[config.mk]
export PLATFORM = sky130hd
export DESIGN_NAME = pc_ring_stack
export DESIGN_NICKNAME = d
export VERILOG_FILES = /design/src/rtl/pcs_pkg.sv /design/src/rtl/pcs_cond_eval.sv /design/src/rtl/pcs_ptr.sv /design/src/rtl/pcs_file.sv /design/src/rtl/pc_ring_stack.sv
export SDC_FILE = /design/constraint.sdc
export NUM_CORES = 1
export LEC_CHECK = 0
export ABC_AREA = 1
export BUFFER_PORTS_ARGS = -buffer_cell sky130_fd_sc_hd__clkbuf_2
export CAP_MARGIN = 20
export CELL_PAD_IN_SITES_DETAIL_PLACEMENT = 1
export CELL_PAD_IN_SITES_GLOBAL_PLACEMENT = 2
export CORE_ASPECT_RATIO = 1.1
export CORE_MARGIN = 2
export CORE_UTILIZATION = 25
export CTS_BUF_LIST = sky130_fd_sc_hd__clkbuf_16
export DETAILED_ROUTE_END_ITERATION = 8
export PLACE_DENSITY = 0.65
export SLEW_MARGIN = 20
export SYNTH_ARGS = -nofsm -noshare
export SYNTH_HDL_FRONTEND = slang
export SYNTH_SLANG_ARGS = --single-unit
[constraint.sdc]
create_clock -name clk -period 3.7 [get_ports clk]
set_clock_uncertainty 0.1 [all_clocks]
set_input_delay 0 -clock clk [delete_from_list [all_inputs] [get_ports clk]]
set_output_delay 0 -clock clk [all_outputs]
set_load 0.005 [all_outputs]
[src/rtl/pcs_pkg.sv]
package pcs_pkg;
   typedef enum logic [2:0] {
      PCS_HOLD,
      PCS_STEP,
      PCS_JUMP,
      PCS_PUSH,
      PCS_POP
   } pcs_op_e;
endpackage

[src/rtl/pcs_cond_eval.sv]
module pcs_cond_eval #(
   parameter int FLAG_N = 4,
   localparam int SEL_W = $clog2(FLAG_N),
   localparam int CC_W  = SEL_W + 1
) (
   input  logic              cond_en,
   input  logic [CC_W-1:0]   cond_code,
   input  logic [FLAG_N-1:0] flags,
   output logic              take
);
   logic flag_bit;

   always_comb begin
      flag_bit = flags[cond_code[SEL_W-1:0]];
      take     = !cond_en || (flag_bit == cond_code[CC_W-1]);
   end
endmodule

[src/rtl/pcs_ptr.sv]
module pcs_ptr #(
   parameter int PTR_W = 3
) (
   input  logic             clk,
   input  logic             rst_n,
   input  logic             up,
   input  logic             down,
   output logic [PTR_W-1:0] ptr,
   output logic [PTR_W-1:0] ptr_up
);
   // Wraps modulo 2**PTR_W by plain overflow of the register width.
   assign ptr_up = ptr + 1'b1;

   always_ff @(posedge clk or negedge rst_n) begin
      if (!rst_n) begin
         ptr <= '0;
      end else if (up) begin
         ptr <= ptr_up;
      end else if (down) begin
         ptr <= ptr - 1'b1;
      end
   end
endmodule

[src/rtl/pcs_file.sv]
module pcs_file #(
   parameter int DEPTH  = 8,
   parameter int ADDR_W = 14,
   localparam int PTR_W = $clog2(DEPTH)
) (
   input  logic              clk,
   input  logic              rst_n,
   input  logic              wa_en,
   input  logic [PTR_W-1:0]  wa_idx,
   input  logic [ADDR_W-1:0] wa_data,
   input  logic              wb_en,
   input  logic [PTR_W-1:0]  wb_idx,
   input  logic [ADDR_W-1:0] wb_data,
   input  logic [PTR_W-1:0]  rd_idx,
   output logic [ADDR_W-1:0] rd_data
);
   logic [ADDR_W-1:0] ent [DEPTH];

   for (genvar i = 0; i < DEPTH; i++) begin : g_ent
      // Port B (new frame) wins; the two ports never name the same entry.
      always_ff @(posedge clk or negedge rst_n) begin
         if (!rst_n) begin
            ent[i] <= '0;
         end else if (wb_en && (wb_idx == PTR_W'(i))) begin
            ent[i] <= wb_data;
         end else if (wa_en && (wa_idx == PTR_W'(i))) begin
            ent[i] <= wa_data;
         end
      end
   end

   assign rd_data = ent[rd_idx];
endmodule

[src/rtl/pc_ring_stack.sv]
module pc_ring_stack #(
   parameter int ADDR_W  = 14,
   parameter int DEPTH   = 8,
   parameter int STEP_W  = 2,
   parameter int FLAG_N  = 4,
   parameter int VEC_W   = 3,
   parameter int VEC_LSB = 3,
   localparam int PTR_W  = $clog2(DEPTH),
   localparam int CC_W   = $clog2(FLAG_N) + 1
) (
   input  logic              clk,
   input  logic              rst_n,
   input  logic              step_en,
   input  logic [STEP_W-1:0] step_cnt,
   input  logic [ADDR_W-1:0] tgt_addr,
   input  logic              cond_en,
   input  logic [CC_W-1:0]   cond_code,
   input  logic [FLAG_N-1:0] flags,
   input  logic              cmd_jump,
   input  logic              cmd_call,
   input  logic              cmd_ret,
   input  logic              cmd_restart,
   input  logic [VEC_W-1:0]  rst_vec,
   output logic [ADDR_W-1:0] pc_out,
   output logic [PTR_W-1:0]  sel_out
);
   import pcs_pkg::*;

   if (DEPTH < 2 || (DEPTH & (DEPTH - 1)) != 0) begin : g_bad_depth
      $error("pc_ring_stack: DEPTH must be a power of two, at least 2");
   end
   if (ADDR_W < VEC_LSB + VEC_W || STEP_W >= ADDR_W) begin : g_bad_width
      $error("pc_ring_stack: ADDR_W too narrow for vector field or step");
   end
   if (FLAG_N < 2 || (FLAG_N & (FLAG_N - 1)) != 0) begin : g_bad_flags
      $error("pc_ring_stack: FLAG_N must be a power of two");
   end

   logic              take;
   pcs_op_e           op;
   logic [PTR_W-1:0]  ptr, ptr_up;
   logic [ADDR_W-1:0] cur_pc, adv_pc, vec_pc, push_pc;
   logic              wa_en, wb_en;
   logic [ADDR_W-1:0] wa_data;

   pcs_cond_eval #(.FLAG_N(FLAG_N)) u_cond (
      .cond_en   (cond_en),
      .cond_code (cond_code),
      .flags     (flags),
      .take      (take)
   );

   always_comb begin
      if (cmd_restart)            op = PCS_PUSH;
      else if (cmd_call && take)  op = PCS_PUSH;
      else if (cmd_jump && take)  op = PCS_JUMP;
      else if (cmd_ret && take)   op = PCS_POP;
      else if (step_en)           op = PCS_STEP;
      else                        op = PCS_HOLD;
   end

   always_comb begin
      vec_pc = '0;
      vec_pc[VEC_LSB +: VEC_W] = rst_vec;
   end

   assign adv_pc  = cur_pc + ADDR_W'(step_cnt);
   assign push_pc = cmd_restart ? vec_pc : tgt_addr;
   assign wa_en   = (op == PCS_JUMP) || (op == PCS_STEP) || ((op == PCS_PUSH) && step_en);
   assign wa_data = (op == PCS_JUMP) ? tgt_addr : adv_pc;
   assign wb_en   = (op == PCS_PUSH);

   pcs_ptr #(.PTR_W(PTR_W)) u_ptr (
      .clk    (clk),
      .rst_n  (rst_n),
      .up     (op == PCS_PUSH),
      .down   (op == PCS_POP),
      .ptr    (ptr),
      .ptr_up (ptr_up)
   );

   pcs_file #(.DEPTH(DEPTH), .ADDR_W(ADDR_W)) u_file (
      .clk     (clk),
      .rst_n   (rst_n),
      .wa_en   (wa_en),
      .wa_idx  (ptr),
      .wa_data (wa_data),
      .wb_en   (wb_en),
      .wb_idx  (ptr_up),
      .wb_data (push_pc),
      .rd_idx  (ptr),
      .rd_data (cur_pc)
   );

   assign pc_out  = cur_pc;
   assign sel_out = ptr;
endmodule

======== Word level (Yosys, flattened, before mapping) ========
Cells that the tools add are included.
Widths: inputs -> output; s select.
cells by class
  reduce and logical (&&, ||, !) cells .... 35
  add/subtract/negate cells ............... 3
  eq/ne operators ......................... 19
  multiplexer cells ....................... 30
  bitwise logic cells ..................... 1
  $lt $le $gt $ge ......................... 2
operators with widths
  operator             number
  $mux 14              20
  $bmux 14 s3          1
  $eq 3x3->1 const B   9
  $logic_and 1x1->1    20
  $eq 3x2->1 const B   6
  $mux 3               6
  $reduce_bool 2->1    9
  $add 14x2->14        1
  $eq 3x1->1 const B   3
  $logic_not 3->1      2
  $ge 4x4->1 const B   1
  $not 3->4            1
  $add 3x1->3 const B  1
  $logic_or 1x1->1     3
  $lt 2x3->1 const B   1
  $sub 3x1->3 const B  1
  $bmux 1 s2           1
  $mux 1               2
  $eq 1x1->1           1
  $logic_not 1->1      1
storage, ports and cells
  register bits after elaboration ......... 115
  input port bits ......................... 34

======== Longest topological paths before layout ========
Gate-level depths: netlist of run 1.
  word-level depth ........................ 15
  mapped depth ............................ 19
  depth with buffers taken out ............ 16

======== By module ========
Synthesis of run 1 repeated with hierarchy kept, for this count alone.
second synthesis, totals
  cells, all modules ...................... 1321
  area, all modules ....................... 8075.2 µm²
by module, submodules not included
  module         instances  cells an instance  area an instance (µm²)
  pcs_file       1          1136               7045.5
  pc_ring_stack  1          145                765.7
  pcs_ptr        1          27                 205.2
  pcs_cond_eval  1          13                 58.8

======== Worst setup path before layout of run 1 ========
Ideal clock, no wire load.
  kind .................................... register -> register
  start point ............................. register u_ptr.ptr[0]
  end point ............................... register u_file.ent[104] (netlist bit)
  library setup time ...................... 0.124 ns
  path buffers ............................ 3
  required time ........................... 3.476 ns
  path slack .............................. 0.641 ns
  arrival time ............................ 2.835 ns
  stages on the path, launching flop included .. 20
  path through ............................ dfrtp_1 > inv_2 > buf_4 > buf_2 > buf_2 > o21ai_0 > o22ai_1 > nor2_1 > a31oi_1 > ha_1 > inv_1 > fa_1 > inv_1 > nand3_1 > nor2_1 > nand2_1 > nand3_1 > nand2_1 > nand2_1 > nand3_1
on the way
  longest elaborated chain between the ends .. 8
  elaborated cells between the ends (all ways) .. 14
RTL lines
  what                                        line                 source
  start: declaration                          pcs_ptr.sv:8         output logic [PTR_W-1:0] ptr,
  start signal: assignment                    pcs_ptr.sv:18        ptr <= ptr_up;
  start signal: assignment                    pcs_ptr.sv:20        ptr <= ptr - 1'b1;
  $not 3->4 (implied by the code)             pcs_file.sv:32       assign rd_data = ent[rd_idx];
  $bmux 14 s3                                 pcs_file.sv:32
  $mux 14 (implied by the code) (2 in a row)  pcs_file.sv:32
  via pc_out[0]                               pc_ring_stack.sv:24  output logic [ADDR_W-1:0] pc_out,
  $add 14x2->14                               pc_ring_stack.sv:67  assign adv_pc = cur_pc + ADDR_W'(step_cnt);
  $mux 14                                     pc_ring_stack.sv:70  assign wa_data = (op == PCS_JUMP) ? tgt_addr : adv_pc;
  $mux 14                                     pcs_file.sv:26       end else if (wa_en && (wa_idx == PTR_W'(i))) begin
  $mux 14                                     pcs_file.sv:24       end else if (wb_en && (wb_idx == PTR_W'(i))) begin
  end signal: indexed assignment              pcs_file.sv:25       ent[i] <= wb_data;
  end signal: indexed assignment              pcs_file.sv:27       ent[i] <= wa_data;
  end: declaration                            pcs_file.sv:17       logic [ADDR_W-1:0] ent [DEPTH];
The timed path passes the listed nets, and every way through them passes these cells. The select of a mux whose other input is x is not followed.
A chain may end at the register's enable or synchronous reset.

======== Final worst setup path of run 1 ========
  start point ............................. register u_ptr.ptr[0]
  end point ............................... register u_file.ent[104] (netlist bit)
on the way
  longest elaborated chain between the ends .. 8
  elaborated cells between the ends (all ways) .. 14
RTL lines
  what                                        line
  $not 3->4 (implied by the code)             pcs_file.sv:32
  $bmux 14 s3                                 pcs_file.sv:32
  $mux 14 (implied by the code) (2 in a row)  pcs_file.sv:32
  $add 14x2->14                               pc_ring_stack.sv:67
  $mux 14                                     pc_ring_stack.sv:70
  $mux 14                                     pcs_file.sv:26
  $mux 14                                     pcs_file.sv:24
Parallel ways exist; a longest one is shown, timed or not. The select of a mux whose other input is x is not followed.

==> metrics.yaml, run 1 <==
status:
  status: "finished with violations"
  failed_checks: "negative hold slack"
layout:
  antenna_cells: 0
  fin_nets: 1354
  final_util_pct: 29.76
  syn_to_final_growth_pct: 17.25
  drive_gt1_share_pct: 12.94
logic_synthesis:
  yosys_warnings: 0
  syn-cell-area_um2: 7948
  syn_avg_cell_area_um2: 6.363
  ys_ff_latch: 115
  seq_area_frac_synth_pct: 36.21
  synth_top_family_by_area: "simple AND/OR/NAND/NOR gates"
  synthXorXnorAreaFrac_pct: 0.2204
  yosys.area_share.adder_pct: 1.826
  synth_cell_types: 31
  ys_dominant_reg_cell: "dfrtp_1"
  syn_nets: 1294
  synth_edf_count: 0
  synthSimpleGateAreaFrac_pct: 47.18
  synth_compound_area_share_pct: 3.243
  synth_cells: 1249
  synth_mux_area_share_pct: 0
  async_flop_share_pct: 100.0
critical_path:
  worst_setup_path_end_kind: "register"
  reg2reg_slack_ns: 0.53
  path_class: "register to register"
  critPathRequiredTime_ns: 3.91
  r2r-end: "u_file.ent[104]"
  crit_arrival_ns: 3.38
  startpoint_type: "register"
  rr_startpoint: "u_ptr.ptr[0]"
  r2r_cells: 15
  crit_path_max_fanout: 15
power:
  vdd_drop_max_mv: 0.3658
  p_total_mw: 9.185
  leakage_nw: 5.000
  swShare_pct: 53.48
  combPwrFrac_pct: 59.7
  pwr-share-clk_pct: 17.7
  power_density_nw_per_um2: 985.6
  netSwitchingPower_mw: 4.912
  pwr-share-seq_pct: 22.6
  intPower_mw: 4.273
clocking:
  cts_buffer_depth: 2
  cts-root-buf: "clkbuf_16"
  cts_tree: "yes"
  h-tree-depth: 4
  clock_latency_ns: 0.43
  cts_made_buffers: 17
  cts.sinks: 115
  cts_setup_buffers: 0
  clk_pin_slew_ns: 0.06
routing:
  vias: 8243
  drc: 0
  post_drt_wl_per_cell_um: 21.23
  drtIter0Drc: 549
  routed_wl_um: 36960
  antenna_left: 0
  routed_via_density: 4.735
  first_pass_iters: 5
global_routing:
  overflow: 0
  grt_pass1_wl_um: 55590
  grt_max_degree: 54
  grt_usage_pct: 22.99
  antenna_found_initial: 0
  grt_pass1_vias: 8516
floorplanning:
  io_pins: 51
  core_area_um2: 31310
  dieArea_um2: 33230
  die_w_um: 174
  initial_core_util_pct: 25.38
  fp.dieH_um: 191
  rows: 68
placed_design:
  post-place-ws_ns: 0.5764
  portBuffers: 50
  dp_hpwl_um: 24870
  gp_congestion: 0.8017
worst_hold_path:
  min_path_type: "primary input to register"
  min_to: "u_file.ent[71]"
  hp-start: "tgt_addr[1]"
  hold_depth: 5
sta:
  setup_ws_ns: 0.5271
  worstMarginPinSlew_ns: 0.8721
  whs_ns: -0.008581
  hold_viol: 4
  fmax_mhz: 315.2
  setup_viol_count_final: 0
  slew_violations: 0
  relSlewSlack_pct: 41.65
  setup_tns_ns: 0
  min_period_ns: 3.173
  period_share_pct: 85.75
  rsz0062_at_grt: "no"
job:
  cap_viol_max_count: 0
worst max-delay path, cell delays in order, from the launching register on:
cell and delay (ns):
dfrtp_2 0.51, inv_2 0.19, buf_4 0.22, o21ai_0 0.11, a31oi_1 0.23, ha_1 0.21, inv_1 0.05, fa_1 0.41
inv_1 0.09, nand3_1 0.13, nor2_1 0.21, nand2_1 0.08, nand3_1 0.09, nand2_1 0.22, nand2_1 0.14, nand3_1 0.07
cell usage after synthesis, drive strengths merged (4+ instances only):
cell type	count	area [um^2]
buf	40	239.0
clkbuf	5	18.77
dfrtp	115	2878
ha	10	125.1
inv	171	641.9
nand2	566	2157
nand3	226	1196
nand4	4	31.28
nor2	64	350.3
o21ai	33	191.4
o22ai	4	25.02
repair_timing:
action / 4_1_cts / 5_1_grt
hold buffers: 7 / 0
resized for setup: 0 / 0
endpoints found under the hold margin: 84 / 0
worst max-delay path by stage:
stage	start	endpoint
6_report	u_ptr.ptr[0]	u_file.ent[104]
5_1_grt	u_ptr.ptr[1]	u_file.ent[48]
4_1_cts	u_ptr.ptr[0]	u_file.ent[66]
3_5_place_dp	u_ptr.ptr[0]	u_file.ent[26]
3_3_place_gp	u_ptr.ptr[1]	u_file.ent[26]
2_1_floorplan	u_ptr.ptr[0]	u_file.ent[104]
cell usage in the layout (no fill, tap or decap), types with 2 or more instances in the layout:
cell             n
clkinvlp_4       2
clkbuf_2        49
a21oi_1          2
o221ai_1         2
ha_1            10
o21ai_2          4
xor2_1           2
nor2_1          46
dlygate4sd3_1    7
dfrtp_1        114
bufinv_16        2
nand3_2         13
clkbuf_16       17
buf_4           29
inv_2           16
nand3_1        213
nand4_1          3
nor2_2           5
o21ai_1          8
nand3b_1         2
nand2_1        555
clkinv_1         2
clkinv_2         5
nand2_2         10
nor2_4          13
o21ai_0         20
inv_1          157
o22ai_1          4
sequential cells by signal (all words and copies together) (netlist names):
name        flops
u_file.ent    112
u_ptr.ptr       3
final cells by class:
class                   count  area, um^2
fillers                  4072       21990
multi-input cells         918        4170
flip-flops and latches    115        2879
inverters                 171       641.9
repair buffers             86       553.0
well taps                 420       525.5
clock buffers              17       425.4
clock inverters            14       123.9
metrics by stage:
stage                     std cells  cell area [um^2]
after detailed placement       1703              8700
after global placement         1703              8700
final                          1741              9319
after CTS                      1741              9319
after floorplan                1249              7948
after global routing           1741              9319
power groups by stage:
stage               clock network, mW  registers [mW]  logic, mW
global placement                    0            2.08       5.45
global route                     1.70            2.14       6.13
CTS                              1.65            2.07       5.54
detailed placement                  0            2.09       5.51
finish                           1.62            2.08       5.49
floorplan                           0            1.99       3.44
logic make-up (layout without fill, tap and decap cells):
logic type	Yosys count	count (layout)
AO/OA/AOI/OAI	43	43
XOR/XNOR	2	2
adder cells (fa/ha/maj)	11	11
buffers and inverters	216	288
flip-flops	115	115
AND/OR/NAND/NOR	862	862
metal layers:
metal | vias up | global-route usage [%] | routed length (um) | part of all wire, %
met3 | 42 | 2.884 | 925 | 2.5
met2 | 123 | 39.72 | 17850 | 48
li1 | 3983 | - | - | -
met4 | 0 | 7.401 | 977 | 2.6
met5 | - | 0 | 0 | 0
met1 | 4095 | 29.82 | 17210 | 47
No activity file was read; power rests on OpenSTA's default activity.
==> run 2: changes to the inputs <==
--- a/config.mk
+++ b/config.mk
@@ -10,7 +10,6 @@
 export CAP_MARGIN = 20
 export CELL_PAD_IN_SITES_DETAIL_PLACEMENT = 1
 export CELL_PAD_IN_SITES_GLOBAL_PLACEMENT = 2
-export CORE_ASPECT_RATIO = 1.1
 export CORE_MARGIN = 2
 export CORE_UTILIZATION = 25
 export CTS_BUF_LIST = sky130_fd_sc_hd__clkbuf_16
==> run 2 against run 1 <==
  * The run now ends clean
  * Design area decreased by 0.35%
  * Clock-buffer cell count unchanged
  * Maximum frequency down 2.8%
  * Wire length is 0.88% lower
  * Cell count is 1.1% lower
  * Die area about the same
  * Critical path depth grew 1
  * Highest routed layer unchanged
==> metrics.yaml, run 2 (synthesis gave the netlist of run 1 again) <==
sta:
  relSlewSlack_pct: 24.68  # -17 points
  worstMarginPinSlew_ns: 1.126  # +0.2536 ns
  whs_ns: 0.03190  # +0.04048 ns
  period_share_pct: 88.24  # +2.5 points
  min_period_ns: 3.265  # +0.09201 ns
  hold_viol: 0  # -4
  fmax_mhz: 306.3  # -2.8%
  rsz0062_at_grt: "no"
  slew_violations: 0  # unchanged
  setup_tns_ns: 0  # unchanged
  setup_viol_count_final: 0  # unchanged
routing:
  drc: 0  # unchanged
  routed_via_density: 4.778  # +0.92%
  vias: 8228  # -0.18%
  drtIter0Drc: 672  # +22%
  first_pass_iters: 5  # unchanged
  routed_wl_um: 36630  # -0.88%
  antenna_left: 0  # unchanged
  post_drt_wl_per_cell_um: 21.27  # +0.21%
power:
  leakage_nw: 4.976  # -0.48%
  power_density_nw_per_um2: 995.9  # +1.0%
  vdd_drop_max_mv: 0.3873  # +5.9%
placed_design:
  gp_congestion: 0.8285  # +3.3%
  portBuffers: 50  # unchanged
  dp_hpwl_um: 25700  # +3.4%
job:
  cap_viol_max_count: 0  # unchanged
global_routing:
  grt_pass1_wl_um: 55320  # -0.48%
  overflow: 0  # unchanged
  grt_usage_pct: 22.77  # -0.21 points
  grt_pass1_vias: 8514  # -0.023%
  grt_max_degree: 64  # +19%
  antenna_found_initial: 0  # unchanged
floorplanning:
  core_area_um2: 31390  # +0.26%
  io_pins: 51  # unchanged
  fp.dieH_um: 182.3  # -4.6%
  dieArea_um2: 33230  # about the same
  rows: 65  # -4.4%
  die_w_um: 182.3  # +4.8%
  initial_core_util_pct: 25.32  # -0.067 points
clocking:
  clk_pin_slew_ns: 0.06  # about the same
  clock_latency_ns: 0.43  # about the same
  cts-root-buf: "clkbuf_16"
  cts.sinks: 115  # unchanged
  cts_made_buffers: 17  # unchanged
  cts_tree: "yes"
  h-tree-depth: 4  # unchanged
  cts_buffer_depth: 2  # unchanged
  cts_setup_buffers: 0  # unchanged
layout:
  syn_to_final_growth_pct: 16.85
  drive_gt1_share_pct: 13.26  # +0.31 points
  nFillCells: 4024  # -1.2%
  largest_register_ffs: 112  # unchanged
  regMostFlops: "u_file.ent"
  antenna_cells: 0  # unchanged
  layout_common_cells: "555 x nand2_1, 213 x nand3_1, 155 x inv_1, 114 x dfrtp_1, 49 x clkbuf_2"
  largestRegisters: "u_file.ent (112), u_ptr.ptr (3)"
  fin_nets: 1352  # -0.15%
  final_common_cell: "nand2_1"
critical_path:
  slowest_delay_ns: 0.42  # -0.09 ns
  cpLargestDelayFamily: "simple AND/OR/NAND/NOR gates"
  cp_cell_sequence: "buf_4 -> nor2_1 -> nor2_1 -> o21ai_0 -> a31oi_1 -> ha_1 -> inv_1 -> fa_1 -> inv_1 -> nand3_1 -> nor2_1 -> nand2_1 -> nand3_1 -> nand2_1 -> nand2_1 -> nand3_1"
  critPathRequiredTime_ns: 3.91  # about the same
  crit_path_max_fanout: 16  # +1
  worst_setup_path_end_kind: "register"
  startpoint_type: "register"
  cp_slowest_cell: "dfrtp_2"
  crit_buf_inv: 3  # -1
  path_class: "register to register"
  crit_arrival_ns: 3.47  # +0.09 ns
worst_hold_path:
  min_path_type: "primary input to register"
status:
  status: "completed"
## run 2: cell count changes in the layout (fill, tap and decap cells not counted), moves of 2 or more
cell,before,now
inv_6,0,4
clkinv_2,5,2
clkinvlp_4,2,5
dlygate4sd3_1,7,5
inv_1,157,155
## run 2: path summary, 6_finish.rpt
check,end,start,cells after the start,slack [ns]
worst max-delay path,u_file.ent[20],u_ptr.ptr[0],16,0.44
worst min-delay path,u_file.ent[107],tgt_addr[9],5,0.03
worst max register to register,u_file.ent[20],u_ptr.ptr[0],16,0.44
worst min register to register,u_file.ent[32],u_file.ent[32],2,0.38
max in group asynchronous,u_file.ent[45],rst_n,3,2.57
min in group asynchronous,u_file.ent[27],rst_n,2,0.08
## run 2: power by group
group / switching, mW / internal (mW)
registers: 0.299 / 1.77
clock network: 0.683 / 0.927
logic: 4.04 / 1.53
total: 5.02 / 4.23
## run 2: per-layer routing
layer | global-route usage, % | wire (um)
met5 | 0 | 0
met4 | 4.645 | 394
met3 | 3.452 | 1503
met2 | 36.58 | 16510
met1 | 32.42 | 18230
## run 2: final cells by class
type,instances,area [um^2],share of cell area (%)
multi-input combinational,918,4170,44.91
sequential,115,2879,31.00
inverter,171,641.9,6.912
clock inverter,15,133.9,1.442
tap,402,503.0,5.416
timing repair buffer,84,533.0,5.740
clock buffer,17,425.4,4.581
## run 2: timing repair
action | 4_1_cts | 5_1_grt
setup endpoints to repair | 0 | 4
endpoints found under the hold margin | 71 | 0
resized for setup | 0 | 1
hold buffers | 5 | 0
## run 2: worst register-to-register path: cells and delay by family, from the launching register on
family | cells | cell delay [ns]
DFF | 1 | 0.42
and+or+nand+nor | 9 | 1.21
adders and majority gates | 2 | 0.62
buffers and inverters | 3 | 0.42
AOI/OAI and AO/OA | 2 | 0.38
## run 2: metrics by stage
stage               instance area (um^2)  utilization, %  instances  worst slack, ns  power, mW
finish                              9286           29.58       1722           0.4351      9.249
global route                        9286           29.58       1722           0.1512      10.01
CTS                                 9286           29.58       1722           0.2837      9.289
detailed placement                  8677           27.64       1685           0.2982      7.635
global placement                    8677           27.64       1685           0.3617      7.584
floorplan                           7948               -       1249           0.6412      5.423
